## src/rtl/tsb_pkg.sv

```systemverilog
package tsb_pkg;

    localparam int unsigned TSB_SEL_W = 2;

    typedef enum logic [TSB_SEL_W-1:0] {
        SO_OFF     = 2'd0,
        SO_PASS    = 2'd1,
        SO_PRD     = 2'd2,
        SO_OFF_ALT = 2'd3
    } so_sel_e;

    typedef enum logic [1:0] {
        ST_RUN     = 2'd0,
        ST_PHASED  = 2'd1,
        ST_CLEARED = 2'd2,
        ST_WRAPPED = 2'd3
    } tb_state_e;

endpackage

```

## src/rtl/tsb_event_arb.sv

```systemverilog
module tsb_event_arb
    import tsb_pkg::*;
#(
    parameter int unsigned CNT_W = 32
) (
    input  logic             sync_in,
    input  logic             sync_in_en,
    input  logic             sw_sync,
    input  logic             delta_rst,
    input  logic [CNT_W-1:0] count,
    output logic             sync_accept,
    output tb_state_e        nxt_state
);

    localparam logic [CNT_W-1:0] CNT_TOP = {CNT_W{1'b1}};

    always_comb begin
        sync_accept = sw_sync | (sync_in & sync_in_en);
        if (sync_accept) begin
            nxt_state = ST_PHASED;
        end else if (delta_rst) begin
            nxt_state = ST_CLEARED;
        end else if (count == CNT_TOP) begin
            nxt_state = ST_WRAPPED;
        end else begin
            nxt_state = ST_RUN;
        end
    end

endmodule

```

## src/rtl/tsb_timer.sv

```systemverilog
module tsb_timer
    import tsb_pkg::*;
#(
    parameter int unsigned CNT_W = 32
) (
    input  logic             clk,
    input  logic             rst_n,
    input  tb_state_e        nxt_state,
    input  logic [CNT_W-1:0] phase_val,
    input  logic [CNT_W-1:0] period_val,
    output logic [CNT_W-1:0] count,
    output logic             prd_hit_next,
    output logic             prd_match,
    output logic             ovf_pulse
);

    tb_state_e        state_q;
    logic [CNT_W-1:0] cnt_q;
    logic [CNT_W-1:0] cnt_d;
    logic             prd_q;

    always_comb begin
        unique case (nxt_state)
            ST_PHASED:  cnt_d = phase_val;
            ST_CLEARED: cnt_d = '0;
            ST_WRAPPED: cnt_d = '0;
            ST_RUN:     cnt_d = cnt_q + {{(CNT_W-1){1'b0}}, 1'b1};
            default:    cnt_d = cnt_q;
        endcase
        prd_hit_next = (cnt_d == period_val);
    end

    always_ff @(posedge clk or negedge rst_n) begin
        if (!rst_n) begin
            state_q <= ST_RUN;
            cnt_q   <= '0;
            prd_q   <= 1'b0;
        end else begin
            state_q <= nxt_state;
            cnt_q   <= cnt_d;
            prd_q   <= prd_hit_next;
        end
    end

    always_comb begin
        count     = cnt_q;
        prd_match = prd_q;
        ovf_pulse = (state_q == ST_WRAPPED);
    end

endmodule

```

## src/rtl/tsb_sync_out.sv

```systemverilog
module tsb_sync_out
    import tsb_pkg::*;
(
    input  logic                 clk,
    input  logic                 rst_n,
    input  logic [TSB_SEL_W-1:0] sel,
    input  logic                 sync_accept,
    input  logic                 prd_hit_next,
    output logic                 sync_out
);

    logic so_d;
    logic so_q;

    always_comb begin
        unique case (so_sel_e'(sel))
            SO_PASS:    so_d = sync_accept;
            SO_PRD:     so_d = prd_hit_next;
            SO_OFF:     so_d = 1'b0;
            SO_OFF_ALT: so_d = 1'b0;
            default:    so_d = 1'b0;
        endcase
    end

    always_ff @(posedge clk or negedge rst_n) begin
        if (!rst_n) begin
            so_q <= 1'b0;
        end else begin
            so_q <= so_d;
        end
    end

    assign sync_out = so_q;

endmodule

```

## src/rtl/phase_sync_timebase.sv

```systemverilog
module phase_sync_timebase
    import tsb_pkg::*;
#(
    parameter int unsigned CNT_W = 32
) (
    input  logic                 clk,
    input  logic                 rst_n,
    input  logic                 sync_in,
    input  logic                 sync_in_en,
    input  logic                 sw_sync,
    input  logic                 delta_rst,
    input  logic [CNT_W-1:0]     phase_val,
    input  logic [CNT_W-1:0]     period_val,
    input  logic [TSB_SEL_W-1:0] sync_out_sel,
    output logic [CNT_W-1:0]     count,
    output logic                 ovf_pulse,
    output logic                 prd_match,
    output logic                 sync_out
);

    tb_state_e nxt_state;
    logic      sync_accept;
    logic      prd_hit_next;

    tsb_event_arb #(.CNT_W(CNT_W)) u_arb (
        .sync_in     (sync_in),
        .sync_in_en  (sync_in_en),
        .sw_sync     (sw_sync),
        .delta_rst   (delta_rst),
        .count       (count),
        .sync_accept (sync_accept),
        .nxt_state   (nxt_state)
    );

    tsb_timer #(.CNT_W(CNT_W)) u_timer (
        .clk          (clk),
        .rst_n        (rst_n),
        .nxt_state    (nxt_state),
        .phase_val    (phase_val),
        .period_val   (period_val),
        .count        (count),
        .prd_hit_next (prd_hit_next),
        .prd_match    (prd_match),
        .ovf_pulse    (ovf_pulse)
    );

    tsb_sync_out u_sync (
        .clk          (clk),
        .rst_n        (rst_n),
        .sel          (sync_out_sel),
        .sync_accept  (sync_accept),
        .prd_hit_next (prd_hit_next),
        .sync_out     (sync_out)
    );

endmodule

```

## config.mk

```make
export PLATFORM = sky130hd
export DESIGN_NAME = phase_sync_timebase
export DESIGN_NICKNAME = d
export VERILOG_FILES = /design/src/rtl/tsb_pkg.sv /design/src/rtl/tsb_event_arb.sv /design/src/rtl/tsb_timer.sv /design/src/rtl/tsb_sync_out.sv /design/src/rtl/phase_sync_timebase.sv
export SDC_FILE = /design/constraint.sdc
export NUM_CORES = 1
export LEC_CHECK = 0
export ABC_CLOCK_PERIOD_IN_PS = 3800
export BUFFER_PORTS_ARGS = -buffer_cell sky130_fd_sc_hd__buf_2
export CAP_MARGIN = 40
export CORE_MARGIN = 10
export CORE_UTILIZATION = 51
export DETAILED_ROUTE_END_ITERATION = 7
export PLACE_DENSITY = 0.92
export SLEW_MARGIN = 20
export SYNTH_ARGS = -nofsm -noshare
export SYNTH_HDL_FRONTEND = slang
export SYNTH_SLANG_ARGS = --single-unit
```

## constraint.sdc

```tcl
create_clock -name clk -period 3.8 [get_ports clk]
set_input_delay 0.19 -clock clk [delete_from_list [all_inputs] [get_ports clk]]
set_output_delay 0.19 -clock clk [all_outputs]
set_load 0.005 [all_outputs]
```

# Yosys cells after proc, flatten, opt, wreduce, memory -nomap -nowiden
# Cells that the tools add are included.
# totals
n_memories,0
mem_bits_ro,0
elab_cells,25
reg_bits,36
latch_bits,0
ram_bits,0
# op_classes
muxes,5
n_mul,0
div_mod_pow,0
reduce_logical,4
n_eq_ne,9
n_shift,0
bitwise_logic,2
addsub,1
magnitude_cmp,0
# op_table
operator,n
$pmux W32 S3,1
$add A32 B1 Y32 const B,1
$eq A32 B32 Y1,1
$eq A32 B32 Y1 const B,1
$eq A2 B2 Y1 const B,5
$mux W2,3
$eq A2 B1 Y1 const B,2
$logic_not A2 Y1,2
$reduce_or A2 Y1,2
$pmux W1 S3,1
$and A1 B1 Y1,1
$or A1 B1 Y1,1

# Logic depth before layout (Yosys ltp)
# depth
ltp_word,9
depth_mapped,12
mapped_depth_nobuf,10

# Hierarchy
# From an unflattened synthesis, not the netlist that was laid out.
# hier_totals
cells_unflattened,437
hier_area_um2,3352.0
# modules_own_cells
mod,seq_area_each_um2,n_inst,cells_per_inst,area_each_um2
tsb_timer,875.8,1,418,3198.1
tsb_event_arb,0.0,1,15,108.9
tsb_sync_out,25.0,1,4,45.0

# Worst setup path after synthesis
# No wires, ideal clock.
# synth_timing
kind,register -> register
startpoint,register u_timer.cnt_q[0] (netlist: u_timer.count[0])
endpoint,register u_sync.so_q (netlist: u_sync.sync_out)
t_arrival_ns,2.632
stages_incl_launch_ff,11
slack_ns,1.076
path_cell_list,dfrtp_1 ha_1 nand2_1 nor3_2 nand4_1 a32o_2 xor2_4 or4_1 nor4_1 o2111ai_1 o31ai_2
# synth_between
elab_chain_len,9
elab_cells_between_ends,13
# synth_lines
element,line,text
start: declaration,tsb_timer.sv:18,logic [CNT_W-1:0] cnt_q;
start signal: assignment,tsb_timer.sv:40,cnt_q <= cnt_d;
$eq A32 B32 Y1,tsb_event_arb.sv:23,end else if (count == CNT_TOP) begin
$mux W2,tsb_event_arb.sv:23,
$mux W2,tsb_event_arb.sv:21,end else if (delta_rst) begin
$mux W2,tsb_event_arb.sv:19,if (sync_accept) begin
$eq A2 B2 Y1,tsb_timer.sv:23,unique case (nxt_state)
$reduce_or A2 Y1 (no source line),-,
$pmux W32 S3 *,tsb_timer.sv:23,
named net u_timer.cnt_d[3],tsb_timer.sv:19,logic [CNT_W-1:0] cnt_d;
$eq A32 B32 Y1 *,tsb_timer.sv:30,prd_hit_next = (cnt_d == period_val);
$pmux W1 S3 *,tsb_sync_out.sv:16,unique case (so_sel_e'(sel))
named net u_sync.so_d,tsb_sync_out.sv:12,logic so_d;
end signal: assignment,tsb_sync_out.sv:27,so_q <= 1'b0;
end signal: assignment,tsb_sync_out.sv:29,so_q <= so_d;
end: declaration,tsb_sync_out.sv:13,logic so_q;
# The timed path passes the listed nets; every way through them passes the cells marked *.

# Final worst setup path
# layout_timing
startpoint,register u_timer.cnt_q[2] (netlist: u_timer.count[2])
endpoint,register u_sync.so_q (netlist: u_sync.sync_out)
# Same word-level chain as after synthesis.

==> out/metrics.yaml <==
run_status:
  status: "finished clean"
detailed_routing:
  met1_length_um: 5420
  vias_per_cell: 6.70
  first_pass_iters: 5
  finalWirelength_um: 13700
  wl_met2_um: 6190
  drt_iter0_drc: 425
  dr_total_vias: 3839
  wl_per_cell_um: 23.9
  antenna_left: 0
  wl_met3_um: 1420
  highest_layer: "met4"
  route.detailed.drc: 0
die:
  rows: 28
  start_util_pct: 52.5
  coreArea_um2: 5920
  die_x_um: 98.0
  dieArea_um2: 9610
  die_h_um: 98.0
  ios: 107
placed_design:
  place.detailed.hpwl_um: 10900
  placed_area_um2: 3750
  gp_congestion: 1.02
  portBuffers: 106
cts:
  post-cts-setup-buffer-count: 0
  cts.sinks: 36
  numCtsBuffers: 5
  cts_buffer_depth: 2
  root_buffer: "clkbuf_8"
  clock_latency_ns: 0.30
  htree_levels: 2
  cts_tree: "done"
  clkTransAtPathRegs_ns: 0.09
  ctsHoldBuffers: 0
  cts_resized: 0
power:
  peakVddDrop_mv: 0.176
  p_switching_mw: 0.404
  internal-power_mw: 0.717
  switching_share_pct: 36.1
  p_leak_nw: 1.76
  seqPwrFrac_pct: 41.3
  pwr-share-clk_pct: 27.9
  combinationalPowerShare_pct: 30.8
  p_per_area_nw_per_um2: 289
global_route:
  grt-ovfl-total: 0
  grt_pass1_wl_um: 21300
  gr-usage-all-layers_pct: 27.2
  grt_pass1_vias: 3869
  antenna_found_initial: 0
  grt_max_degree: 37
timing:
  rsz0062_at_grt: "false"
  tightest_slew_ns: 0.728
  clock.fmax_mhz: 290
  fin_skew_ns: 0.0118
  fin_setup_tns_ns: 0
  fin_crit_sh_pct: 90.8
  slew_headroom_pct: 50.2
  finalHoldViolCount: 0
  drv_slew: 0
  post-route-min-period_ns: 3.45
  finalSetupViolations: 0
cells_and_area:
  area_delta_synth_final_pct: 24.9
  fin_area_um2: 3880
  register_area_um2: 901
  drive_above_1_share_pct: 28.3
  finalNetCount: 571
  multi_input_area_um2: 2090
  final.fill_count: 534
  antenna_cells: 0
synthesis:
  syn_area_per_cell_um2: 8.00
  synthesis.nets: 461
  synth_area_um2: 3110
  synth_edf_count: 0
  yosysWarnings: 0
  async_flop_share_pct: 100
  ys.flop_type: "dfrtp_1"
  yosysUniqueCellTypes: 65
  ys_seq_area_share_pct: 29.0
  ys_ff_latch: 36
  synth_cells: 388
run:
  max_cap_viol_count: 0
setup_path:
  crit_type: "flop to flop"
  setup.worst_path.end_class: "flop"
  crit_arrival_ns: 3.66
  crit_fanout: 7
  crit_path_start_kind: "flop"
  cp.required_ns: 4.01
worst_hold_path:
  hold_class: "primary input to flop"
[path summary, 6_finish.rpt]
path                                          end  slack (ns)        startpoint  cells after the start
worst max register to register    u_sync.sync_out        0.35  u_timer.count[2]                      9
max in group asynchronous       u_timer.count[17]        2.96             rst_n                      3
worst min register to register   u_timer.count[0]        0.63  u_timer.count[0]                      1
worst min-delay path            u_timer.count[20]        0.13     phase_val[20]                      3
worst max-delay path              u_sync.sync_out        0.35  u_timer.count[2]                      9
min in group asynchronous        u_timer.count[7]        0.38             rst_n                      2
[power by group through the flow]
stage	sequential (mW)	combinational [mW]	clock [mW]
final	0.463	0.345	0.313
after global routing	0.468	0.370	0.330
after CTS	0.461	0.333	0.315
after detailed placement	0.469	0.330	0
after global placement	0.467	0.331	0
after floorplan	0.457	0.172	0
[metrics by stage]
| stage | total power [mW] | instances | hold slack, ns | setup slack (ns) | utilization, % |
|---|---|---|---|---|---|
| floorplan | 0.629 | 388 | -0.106 | 1.08 | - |
| global placement | 0.798 | 564 | 0.333 | 0.553 | 63.3 |
| detailed placement | 0.799 | 564 | 0.344 | 0.475 | 63.3 |
| CTS | 1.11 | 571 | 0.0283 | 0.474 | 64.9 |
| global route | 1.17 | 573 | 0.133 | 0.176 | 65.5 |
| finish | 1.12 | 573 | 0.128 | 0.349 | 65.5 |
[state kept, by name (all words and copies together) (netlist names)]
name	count
u_timer.count	32
u_timer.prd_match	1
u_sync.sync_out	1
u_timer.state_q	2
[kinds of logic after synthesis]
logic type	Yosys count	share of synthesized area, %
buf+inv	30	3.83
xor+xnor	45	13.3
fa+ha+maj	1	0.403
compound gates	97	22.3
mux	4	1.41
simple gates	175	29.7
flops	36	29.0
[area by class of cell]
class / count / share of cell area, %
clock buffers: 7 / 2.48
repair buffers: 119 / 16.8
flip-flops and latches: 36 / 23.2
well taps: 75 / 2.42
inverters: 14 / 1.35
multi-input cells: 322 / 53.8
[worst max-delay path: stages (launching register included)]
cell and delay (ns):
dfrtp_1 0.57, nand3_1 0.37, nor3_2 0.47, nand4_1 0.15, a32o_2 0.33, xor2_4 0.15, or4_1 0.39, nor4_1 0.42
o2111ai_1 0.25, o31ai_2 0.25
[metal layers]
metal	global-route usage [%]	vias to the layer above
met5	0	-
met4	12.8	0
met3	5.64	63
met2	42.4	305
met1	35.0	1800
li1	-	1671
[layout by cell type, fill, tap and decap left out, types with 4 or more instances in the layout]
master and n:
a21oi_1 13, a22oi_1 4, and2_1 7, and3_1 9
buf_2 106, buf_4 11, clkbuf_8 7, dfrtp_1 36
inv_1 14, nand2_1 54, nand3_1 22, nand4_1 17
nor2_1 22, nor3_1 10, nor4_1 12, o21ai_0 23
o22a_1 4, o22ai_1 10, o31ai_1 5, xnor2_1 21
xor2_1 23
[synthesized netlist by cell type (5+ instances only)]
| library cell | number | area, um2 |
|---|---|---|
| nand4_1 | 17 | 106 |
| a21oi_1 | 13 | 65.1 |
| o21ai_0 | 23 | 115 |
| o22ai_1 | 10 | 62.6 |
| inv_1 | 14 | 52.6 |
| nor3_1 | 10 | 50.1 |
| and3_1 | 9 | 56.3 |
| dfrtp_1 | 36 | 901 |
| xor2_1 | 23 | 201 |
| nor4_1 | 12 | 75.1 |
| and2_1 | 7 | 43.8 |
| o31ai_1 | 5 | 37.5 |
| xnor2_1 | 21 | 184 |
| clkbuf_1 | 12 | 45.0 |
| nand3_1 | 22 | 110 |
| nor2_1 | 22 | 82.6 |
| nand2_1 | 54 | 203 |
Note: power is estimated with default switching activity, not from simulation.
